===== config.mk =====
export PLATFORM = sky130hd
export DESIGN_NAME = aic_seq
export DESIGN_NICKNAME = d
export VERILOG_FILES = /design/src/rtl/aic_pkg.sv /design/src/rtl/aic_seq.sv
export SDC_FILE = /design/constraint.sdc
export NUM_CORES = 1
export LEC_CHECK = 0
export ABC_CLOCK_PERIOD_IN_PS = 2700
export BUFFER_PORTS_ARGS = -buffer_cell sky130_fd_sc_hd__buf_2
export CAP_MARGIN = 20
export CORE_MARGIN = 4
export CORE_UTILIZATION = 40
export CTS_CLUSTER_SIZE = 30
export DETAILED_ROUTE_END_ITERATION = 7
export PLACE_DENSITY_LB_ADDON = 0.1
export RECOVER_POWER = 50
export SLEW_MARGIN = 20
export SYNTH_ARGS = -nofsm -noshare
export SYNTH_HDL_FRONTEND = slang
export SYNTH_SLANG_ARGS = --single-unit

===== constraint.sdc =====
create_clock -name clk -period 2.7 [get_ports clk]
set_input_delay 0.81 -clock clk [delete_from_list [all_inputs] [get_ports clk]]
set_output_delay 0.81 -clock clk [all_outputs]
set_load 0.01 [all_outputs]

===== src/rtl/aic_pkg.sv =====
package aic_pkg;

    localparam int DATA_W  = 32;
    localparam int HAM_TOP = 38;
    localparam int CW_W    = HAM_TOP + 1;
    localparam int SYN_W   = 6;

    typedef enum logic [2:0] {
        ST_IDLE,
        ST_READ,
        ST_UPDATE,
        ST_BREAK,
        ST_DONE
    } seq_state_e;

    typedef enum logic [1:0] {
        MISR_HOLD,
        MISR_SEED,
        MISR_STEP
    } misr_op_e;

    function automatic logic is_pow2(int p);
        return (p & (p - 1)) == 0;
    endfunction

    // Gather the data bits from the non-check Hamming positions.
    function automatic logic [DATA_W-1:0] pick_data(logic [CW_W-1:0] cw);
        logic [DATA_W-1:0] d;
        int k;
        d = '0;
        k = 0;
        for (int p = 1; p <= HAM_TOP; p++) begin
            if (!is_pow2(p)) begin
                d[k] = cw[p];
                k++;
            end
        end
        return d;
    endfunction

endpackage


===== src/rtl/aic_seq.sv =====
module aic_seq
    import aic_pkg::*;
#(
    parameter int AW = 10
) (
    input  logic          clk,
    input  logic          rst_n,
    input  logic          start_i,
    input  logic          abort_i,
    input  logic [AW-1:0] lo_addr_i,
    input  logic [AW-1:0] hi_addr_i,
    input  logic          halt_on_sbc_i,
    input  logic          halt_on_err_i,
    input  logic          capture_en_i,
    input  logic          clr_sbc_i,
    input  logic          clr_err_i,
    input  logic          ev_single_i,
    input  logic          ev_double_i,
    output logic          mem_req_o,
    output logic [AW-1:0] mem_addr_o,
    output misr_op_e      misr_op_o,
    output logic          busy_o,
    output logic          done_o,
    output logic          halted_o,
    output logic          sbc_o,
    output logic          err_o,
    output logic [AW-1:0] evt_addr_o
);

    typedef struct packed {
        seq_state_e    st;
        logic [AW-1:0] addr;
        logic [AW-1:0] last;
        logic          brk_sbc;
        logic          brk_err;
        logic          cap_en;
        logic          sbc;
        logic          err;
        logic [AW-1:0] evt;
        logic          cause_err;
    } regs_t;

    regs_t    r_d, r_q;
    misr_op_e op_d;
    logic     wait_done;

    always_comb begin
        r_d  = r_q;
        op_d = MISR_HOLD;
        wait_done = r_q.cause_err ? !r_q.err : !r_q.sbc;

        if (clr_sbc_i) r_d.sbc = 1'b0;
        if (clr_err_i) r_d.err = 1'b0;

        unique case (r_q.st)
            ST_IDLE, ST_DONE: begin
                if (start_i) begin
                    r_d.st      = ST_READ;
                    r_d.addr    = lo_addr_i;
                    r_d.last    = hi_addr_i;
                    r_d.brk_sbc = halt_on_sbc_i;
                    r_d.brk_err = halt_on_err_i;
                    r_d.cap_en  = capture_en_i;
                    r_d.sbc     = 1'b0;
                    r_d.err     = 1'b0;
                    r_d.evt     = '0;
                    op_d        = MISR_SEED;
                end
            end
            ST_READ: begin
                r_d.st = ST_UPDATE;
            end
            ST_UPDATE: begin
                op_d = MISR_STEP;
                if (ev_single_i) r_d.sbc = 1'b1;
                if (ev_double_i) r_d.err = 1'b1;
                if ((ev_single_i || ev_double_i) && r_q.cap_en) r_d.evt = r_q.addr;
                if (ev_single_i && r_q.brk_sbc) begin
                    r_d.st        = ST_BREAK;
                    r_d.cause_err = 1'b0;
                end else if (ev_double_i && r_q.brk_err) begin
                    r_d.st        = ST_BREAK;
                    r_d.cause_err = 1'b1;
                end else if (r_q.addr == r_q.last) begin
                    r_d.st = ST_DONE;
                end else begin
                    r_d.addr = r_q.addr + 1'b1;
                    r_d.st   = ST_READ;
                end
            end
            ST_BREAK: begin
                if (wait_done) begin
                    if (r_q.addr == r_q.last) begin
                        r_d.st = ST_DONE;
                    end else begin
                        r_d.addr = r_q.addr + 1'b1;
                        r_d.st   = ST_READ;
                    end
                end
            end
            default: r_d.st = ST_IDLE;
        endcase

        if (abort_i) begin
            r_d.st = ST_IDLE;
            op_d   = MISR_HOLD;
        end
    end

    always_ff @(posedge clk or negedge rst_n) begin
        if (!rst_n) r_q <= '{st: ST_IDLE, default: '0};
        else        r_q <= r_d;
    end

    assign misr_op_o  = op_d;
    assign mem_req_o  = (r_q.st == ST_READ);
    assign mem_addr_o = r_q.addr;
    assign busy_o     = (r_q.st == ST_READ) || (r_q.st == ST_UPDATE) || (r_q.st == ST_BREAK);
    assign done_o     = (r_q.st == ST_DONE);
    assign halted_o   = (r_q.st == ST_BREAK);
    assign sbc_o      = r_q.sbc;
    assign err_o      = r_q.err;
    assign evt_addr_o = r_q.evt;

endmodule


### Yosys cells after proc, flatten, opt, wreduce, memory -nomap -nowiden

Cells that the tools add are included.

* eq/ne operators: 12
* $add $sub $neg: 1
* reduce and logical (&&, ||, !) cells: 18
* mux-type cells: 23

Operators with widths (count)
* two-way mux 10 bit: 4
* two-way mux 38 bit: 1
* one-hot mux 10 bit (3 select lines): 1
* one-hot mux 12 bit (2 select lines): 1
* two-way mux 13 bit: 1
* two-way mux 3 bit: 4
* one-hot mux 3 bit (4 select lines): 1
* adder 10 x 1 -> 10 bit (second input constant): 1
* equality test 10 bit: 1
* two-way mux 1 bit: 8
* != test 2 bit (second input constant): 4
* equality test 3 x 2 -> 1 bit (second input constant): 2
* AND reduction 2 bit: 3
* AND reduction 5 bit: 1
* one-hot mux 2 bit (2 select lines): 1
* nonzero test 2 bit: 2
* equality test 3 x 1 -> 1 bit (second input constant): 1
* equality test 3 bit (second input constant): 1
* logical AND 1 bit: 3
* zero test 3 bit: 1
* logical OR 1 bit: 3
* != test 3 x 2 -> 1 bit (second input constant): 1
* != test 3 bit (second input constant): 1
* AND reduction 3 bit: 1
* 5 further kinds: 6

* bits of input ports: 31
* bits in registers: 39

### Logic depth before layout (Yosys ltp)

Gate-level depths: netlist (run 1).

* depth in word-level cells: 6
* gate-level depth with buffers: 7
* gate-level depth less buffers: 6

### Worst setup path after synthesis (run 1)

OpenSTA, ideal clock, no wires.

* path kind: input to output
* start point: in start_i
* end point: out misr_op_o[0]
* path buffers: 2
* arrival: 1.661 ns
* data required time: 1.890 ns
* stages on the path: 4
* setup slack: 0.229 ns
* path through: clkbuf_1 -> nand2_1 -> clkbuf_1 -> nor2_1

* cells in the longest elaborated chain, start to end: 3

Ends and longest elaborated chain
* start: declaration: line aic_seq.sv:8 `input logic start_i,`
* two-way mux 1 bit: line aic_seq.sv:57 `if (start_i) begin`
* one-hot mux 2 bit (2 select lines): line aic_seq.sv:55 `unique case (r_q.st)`
* two-way mux 2 bit: line aic_seq.sv:104 `if (abort_i) begin`
* end: declaration: line aic_seq.sv:21 `output misr_op_e misr_op_o,`

Every way passes these cells.

### Worst setup path after layout (run 1)

* start point: in start_i
* end point: reg r_q, in the netlist mem_addr_o[3]

* cells in the longest elaborated chain, start to end: 2

Ends and longest elaborated chain
* != test 2 bit (no source line)
* AND reduction 5 bit (no source line)
* end signal: assignment: line aic_seq.sv:112 `else r_q <= r_d;`
* end: declaration: line aic_seq.sv:43 `regs_t r_d, r_q;`

Every way passes these cells.
A chain may end at the register's enable or synchronous reset.

==> results of run 1 <==
-- worst max-delay path by stage --
stage                              from                         to  slack, ns  cells after the start
floorplan                       start_i               misr_op_o[0]       0.23                      4
global placement                start_i  mem_addr_o[2]$_DFFE_PN0P_       0.46                      5
detailed placement              start_i  mem_addr_o[3]$_DFFE_PN0P_       0.39                      5
CTS                 r_q[38]$_DFFE_PN0P_  evt_addr_o[5]$_DFFE_PN0P_       0.54                      4
global route                    start_i  mem_addr_o[2]$_DFFE_PN0P_       0.20                      5
finish                          start_i  mem_addr_o[3]$_DFFE_PN0P_       0.38                      5
-- kinds of logic (layout without fill, tap and decap cells) --
logic type	count (synthesis)	after routing
and+or+nand+nor	141	141
buffers and inverters	42	80
adders and majority gates	1	1
DFF	39	39
AOI/OAI and AO/OA	45	45
xor gates and xnor gates	10	10
muxes	4	4
-- cells in the final DEF (no fill, tap or decap), types with 2 or more instances in the layout --
master / instances
mux2i_1: 4
clkbuf_8: 5
buf_4: 7
nor4_1: 4
nor3_1: 8
nand3_1: 10
a211o_1: 2
dfrtp_1: 39
nor2b_1: 3
xor2_1: 10
inv_1: 3
a21oi_1: 10
a31oi_1: 3
and3_1: 3
o21ai_0: 20
clkbuf_1: 8
and3b_1: 2
buf_2: 56
nor2_1: 21
nand4_1: 7
nand2_1: 72
nor3b_1: 2
-- where the power goes --
| group | internal, mW | switching [mW] | total, mW |
|---|---|---|---|
| Sequential | 0.679 | 0.135 | 0.814 |
| Clock | 0.181 | 0.208 | 0.390 |
| Combinational | 0.210 | 0.281 | 0.491 |
| Total | 1.07 | 0.625 | 1.69 |
-- registers in the layout, indices dropped and copies added (netlist names) --
| register | cells |
|---|---|
| mem_addr_o | 10 |
| r_q | 17 |
| err_o | 1 |
| evt_addr_o | 10 |
| sbc_o | 1 |
-- cell usage after synthesis, types with 2 or more instances --
library cell | instances | area share (%)
a211o_1 | 2 | 0.76
a21oi_1 | 10 | 2.2
a31oi_1 | 3 | 0.81
and3_1 | 3 | 0.81
and3b_1 | 2 | 0.76
buf_2 | 7 | 1.5
buf_4 | 20 | 6.5
clkbuf_1 | 10 | 1.6
dfrtp_1 | 39 | 42
inv_1 | 3 | 0.49
mux2i_1 | 4 | 1.7
nand2_1 | 72 | 12
nand3_1 | 10 | 2.2
nand4_1 | 7 | 1.9
nor2_1 | 21 | 3.4
nor2b_1 | 3 | 0.81
nor3_1 | 9 | 2.0
nor3b_2 | 2 | 1.1
nor4_1 | 4 | 1.1
o21ai_0 | 20 | 4.3
xor2_1 | 10 | 3.8
-- per-stage QoR --
| step | power, mW | hold slack, ns | instances |
|---|---|---|---|
| 2_1_floorplan | 1.18 | 0.439 | 282 |
| 3_3_place_gp | 1.32 | 0.465 | 384 |
| 3_5_place_dp | 1.32 | 0.461 | 384 |
| 4_1_cts | 1.72 | 0.478 | 392 |
| 5_1_grt | 1.81 | 0.512 | 392 |
| 6_report | 1.69 | 0.475 | 392 |
-- routing by layer --
metal	global-route usage [%]	up-vias	routed length [um]	share of wire [%]
li1	-	1016	-	-
met1	23.3	947	2710	46
met2	27.8	60	2720	46
met3	3.06	6	395	6.7
met4	6.14	0	79	1.3
met5	0	-	0	0
-- layout make-up --
| type | instances | area [um2] |
|---|---|---|
| clock buffers | 7 | 76.3 |
| clock inverters | 1 | 5.00 |
| fillers | 594 | 2950 |
| inverters | 3 | 11.3 |
| multi-input cells | 201 | 1080 |
| flip-flops and latches | 39 | 976 |
| well taps | 72 | 90.1 |
| repair buffers | 69 | 355 |
-- worst register-to-register path, delay by kind of cell, from the launching register on --
kind,cells,cell delay [ns]
and+or+nand+nor,2,0.79
DFF,1,0.50
AOI/OAI and AO/OA,2,0.81
==> flow_summary.toml, run 1 <==
[place]
portBuffers = 58
post-dp-hpwl_um = 4380
pre_cts_ws_ns = 0.393
postPlaceCellArea_um2 = 2540
place_congestion = 0.869

[run]
drv_cap = 0

[synthesis]
synthSimpleGateAreaFrac_pct = 28.7
ys_seq_elements = 39
yosys_warnings = 0
synth_compound_area_share_pct = 12.2
syn-num-nets = 314
ys_types = 42
yosysSeqAreaShare_pct = 42.3
synthArstFlopShare_pct = 100
ys.flop_type = "dfrtp_1"
synthMuxAreaShare_pct = 1.73
synth_top_family_by_area = "simple AND/OR/NAND/NOR gates"
synth_edf_count = 0
synthXorXnorAreaFrac_pct = 3.79
syn_avg_cell_area_um2 = 8.19
synth_area_um2 = 2310
synth_fa_ha_area_share_pct = 0.542
synthCells = 282

[setup_path]
worstSetupStartpointType = "input port"
critPathMaxStageDelay_ns = 0.48
worstPathArrival_ns = 2.51
endpoint_kind = "flop"
cpMaxStageDelayCell = "nor3b_1"
path_cells = "clkbuf_1, nor3b_1, a221o_1, nand2_1, a211o_1"
cp_max_fo = 11
regToRegSetupSlack_ns = 0.49
reg2reg_depth = 4
critPathKind = "input port to flop"
crit_family = "compound AO/OA/AOI/OAI gates"
worst-path-buf-inv = 1
r2r-end = "mem_addr_o[3]$_DFFE_PN0P_"
timing.rr.start = "r_q[37]$_DFFE_PN0P_"
cp.required_ns = 2.88

[final_layout]
fin_nets = 351
post-route-util_pct = 46.8
fin_area_um2 = 2590
drive_above_1_share_pct = 23.8
area_delta_synth_final_pct = 12.3
diodes = 0

[clock_tree]
cts-root-buf = "clkbuf_8"
post_cts_resized = 0
cts_buffers = 5
cts.hold.buffers_added = 0
clk_pin_slew_ns = 0.07
cts_setup_buffers = 0
tritoncts = "done"
ctsHtreeMaxLevel = 2
clock_sinks = 39
insertion_delay_ns = 0.30
clk_path_buf_depth = 2

[sta]
rsz0062_at_grt = "false"
finalHoldViolations = 0
worstMarginPinSlew_ns = 1.23
setup_viol = 0
timing.fmax_ghz = 0.430
fin_ws_ns = 0.375
post-route-min-period_ns = 2.32
timing.final.crit_share_pct = 86.1
drv_slew = 0
finClkSkew_ns = 0.00643
setup_tns_ns = 0
relSlewSlack_pct = 18.1

[route]
postRouteAntennaNets = 0
avgViaCountPerCell = 5.18
routed_wl_um = 5900
drt_first_pass_iters = 4
drcViolationCount = 0
detailroute.via_count = 2029
drt_iter0_drc = 138
wire_per_inst_um = 15.1

[global_routing]
overflow = 0
grt_pass1_wl_um = 9760
grt_pass1_vias = 1905
grt_max_degree = 28
antenna_found_initial = 0
gr-usage-all-layers_pct = 17.3

[floorplan]
coreArea_um2 = 5540
fp.dieH_um = 84.0
rows = 27
dieArea_um2 = 7050
start_util_pct = 41.7
fp.dieW_um = 84.0
ioPinCount = 59

[min_path]
min_path_cells = 2
min_to = "r_q[13]$_DFFE_PN0P_"
hp-class = "flop to flop"
min-delay-start = "r_q[13]$_DFFE_PN0P_"

[power_and_ir_drop]
power_density_nw_per_um2 = 653
ir_drop_mv = 0.233
p_leak_nw = 1.31

[run_status]
status = "finished clean"
(Power assumes the default switching activity.)
==> run 2: changes to the inputs <==
--- a/config.mk
+++ b/config.mk
@@ -5,7 +5,7 @@
 export SDC_FILE = /design/constraint.sdc
 export NUM_CORES = 1
 export LEC_CHECK = 0
-export ABC_CLOCK_PERIOD_IN_PS = 2700
+export ABC_CLOCK_PERIOD_IN_PS = 2400
 export BUFFER_PORTS_ARGS = -buffer_cell sky130_fd_sc_hd__buf_2
 export CAP_MARGIN = 20
 export CORE_MARGIN = 4
==> constraint.sdc (replaced) <==
create_clock -name clk -period 2.4 [get_ports clk]
set_input_delay 0.72 -clock clk [delete_from_list [all_inputs] [get_ports clk]]
set_output_delay 0.72 -clock clk [all_outputs]
set_load 0.01 [all_outputs]
==> run 2 against run 1 <==
- clock-buffer cell count is 1 lower
- critical path type is now flop to output pin
- largest cell class unchanged
- cell area grew 1.4%
- wire length down 2.8%
- global-route usage is 0.20 points lower
- clock power up 4%
- critical endpoint is now misr_op_o[0]
- clock skew increased by 0.0016 ns
- combinational power rose by 22%
- via count down 0.99%
- largest power group unchanged
==> flow_summary.toml, run 2 (same netlist as run 1, synthesis figures left out) <==
[sta]
setup_viol = 0
relSlewSlack_pct = 35.4
timing.final.crit_share_pct = 84.4
post-route-min-period_ns = 2.03
drv_slew = 0
finClkSkew_ns = 0.00800
setup_tns_ns = 0
hold_slack_ns = 0.495
rsz0062_at_grt = "false"
timing.fmax_ghz = 0.494
worstMarginPinSlew_ns = 0.963
finalHoldViolations = 0

[route]
routed_wl_um = 5740
drt_first_pass_iters = 4
wire_per_inst_um = 14.6
postRouteAntennaNets = 0
drt_iter0_drc = 135
avgViaCountPerCell = 5.11
drcViolationCount = 0
detailroute.via_count = 2009

[final_layout]
largest_register = "r_q"
fin_nets = 354
fin_area_um2 = 2630
layout.cells.non_filler = 393
post-route-util_pct = 47.5
final_common_cell = "nand2_1"
final_cell_mix = "nand2_1 (72), buf_2 (58), dfrtp_1 (39)"
area_delta_synth_final_pct = 13.9
largest_reg_flops = 17
drive_above_1_share_pct = 26.8
diodes = 0

[setup_path]
critPathMaxStageDelay_ns = 0.51
reg2reg_depth = 5
path_cells = "nor2_1, nand2_1, nor2_1, buf_2"
cp_max_fo = 9
regToRegSetupSlack_ns = 0.41
cpMaxStageDelayCell = "dfrtp_1"
worstSetupStartpointType = "flop"
cp.required_ns = 1.68
critPathKind = "flop to output pin"
r2r-end = "mem_addr_o[8]$_DFFE_PN0P_"
worst_path_most_repeated_cell = "nor2_1"
endpoint_kind = "output pin"
timing.rr.start = "mem_addr_o[8]$_DFFE_PN0P_"
worstPathArrival_ns = 1.31

[floorplan]
rows = 27
fp.dieW_um = 84.0
fp.dieH_um = 84.0
coreArea_um2 = 5540
dieArea_um2 = 7050
start_util_pct = 41.7
ioPinCount = 59

[clock_tree]
ctsHtreeMaxLevel = 2
clk_path_buf_depth = 2
clock_sinks = 39
cts_setup_buffers = 0
tritoncts = "done"
post_cts_resized = 0
insertion_delay_ns = 0.29
clk_pin_slew_ns = 0.07
cts.hold.buffers_added = 0
cts-root-buf = "clkbuf_8"
cts_buffers = 5

[power_and_ir_drop]
ir_drop_mv = 0.424
combPwrFrac_pct = 31.6
internal_power_mw = 1.21
clkPwrFrac_pct = 21.4
p_switching_uw = 681
p_seq_share_pct = 47.0
power_density_nw_per_um2 = 721
swShare_pct = 35.9
p_leak_nw = 1.34

[min_path]
min-delay-start = "r_q[21]$_DFFE_PN0P_"
hp-class = "flop to flop"
min_to = "r_q[21]$_DFFE_PN0P_"
min_path_cells = 2

[global_routing]
overflow = 0
grt_pass1_vias = 1959
antenna_found_initial = 0
grt_max_degree = 40
gr-usage-all-layers_pct = 17.1
grt_pass1_wl_um = 9670

[place]
postPlaceCellArea_um2 = 2560
place_congestion = 0.886
portBuffers = 58
placedCellCount = 387
post-dp-hpwl_um = 4300

[run_status]
status = "finished clean"

[run]
drv_cap = 0
run 2: cell count changes in the layout (fill, tap and decap cells not counted):
cell,previous run,this run
buf_2,56,58
buf_4,7,12
clkbuf_1,8,1
clkbuf_2,0,2
clkinv_2,1,0
nor3b_1,2,0
nor3b_2,0,2
run 2: final cells by class:
cell class              instances  area, um2
fillers                       595       2910
multi-input cells             201       1090
flip-flops and latches         39        976
repair buffers                 72        390
well taps                      72       90.1
clock buffers                   6       72.6
inverters                       3       11.3
run 2: stage by stage:
stage,setup WS [ns],power (mW)
6_report,0.375,1.90
3_5_place_dp,0.224,1.51
2_1_floorplan,0.109,1.33
3_3_place_gp,0.326,1.51
5_1_grt,0.192,2.04
4_1_cts,0.369,1.92
run 2: how the worst max path moves through the flow:
stage	start	end	slack (ns)	cells after the start
floorplan	start_i	misr_op_o[0]	0.11	4
global placement	ev_single_i	mem_addr_o[3]$_DFFE_PN0P_	0.33	5
detailed placement	ev_double_i	evt_addr_o[3]$_DFFE_PN0P_	0.22	4
CTS	r_q[36]$_DFFE_PN0P_	misr_op_o[0]	0.37	4
global route	mem_addr_o[8]$_DFFE_PN0P_	mem_addr_o[8]$_DFFE_PN0P_	0.19	5
finish	r_q[36]$_DFFE_PN0P_	misr_op_o[0]	0.37	4
run 2: critical path, delay by kind of cell (launching register included):
family / cells / cell delay [ns]
simple gates: 3 / 0.38
buf+inv: 1 / 0.13
flops: 1 / 0.51
run 2: power by group through the flow:
| stage | combinational, mW | clock [mW] | sequential [mW] |
|---|---|---|---|
| floorplan | 0.479 | 0 | 0.851 |
| global placement | 0.605 | 0 | 0.903 |
| detailed placement | 0.606 | 0 | 0.903 |
| CTS | 0.611 | 0.419 | 0.891 |
| global route | 0.681 | 0.450 | 0.907 |
| finish | 0.600 | 0.406 | 0.890 |
run 2: metal layers:
layer / global-route usage (%) / vias up / wire length [um]
met4: 4.82 / 0 / 63
met1: 23.7 / 914 / 2720
li1: - / 1019 / -
met5: 0 / - / 0
met2: 27.0 / 68 / 2560
met3: 3.46 / 8 / 391
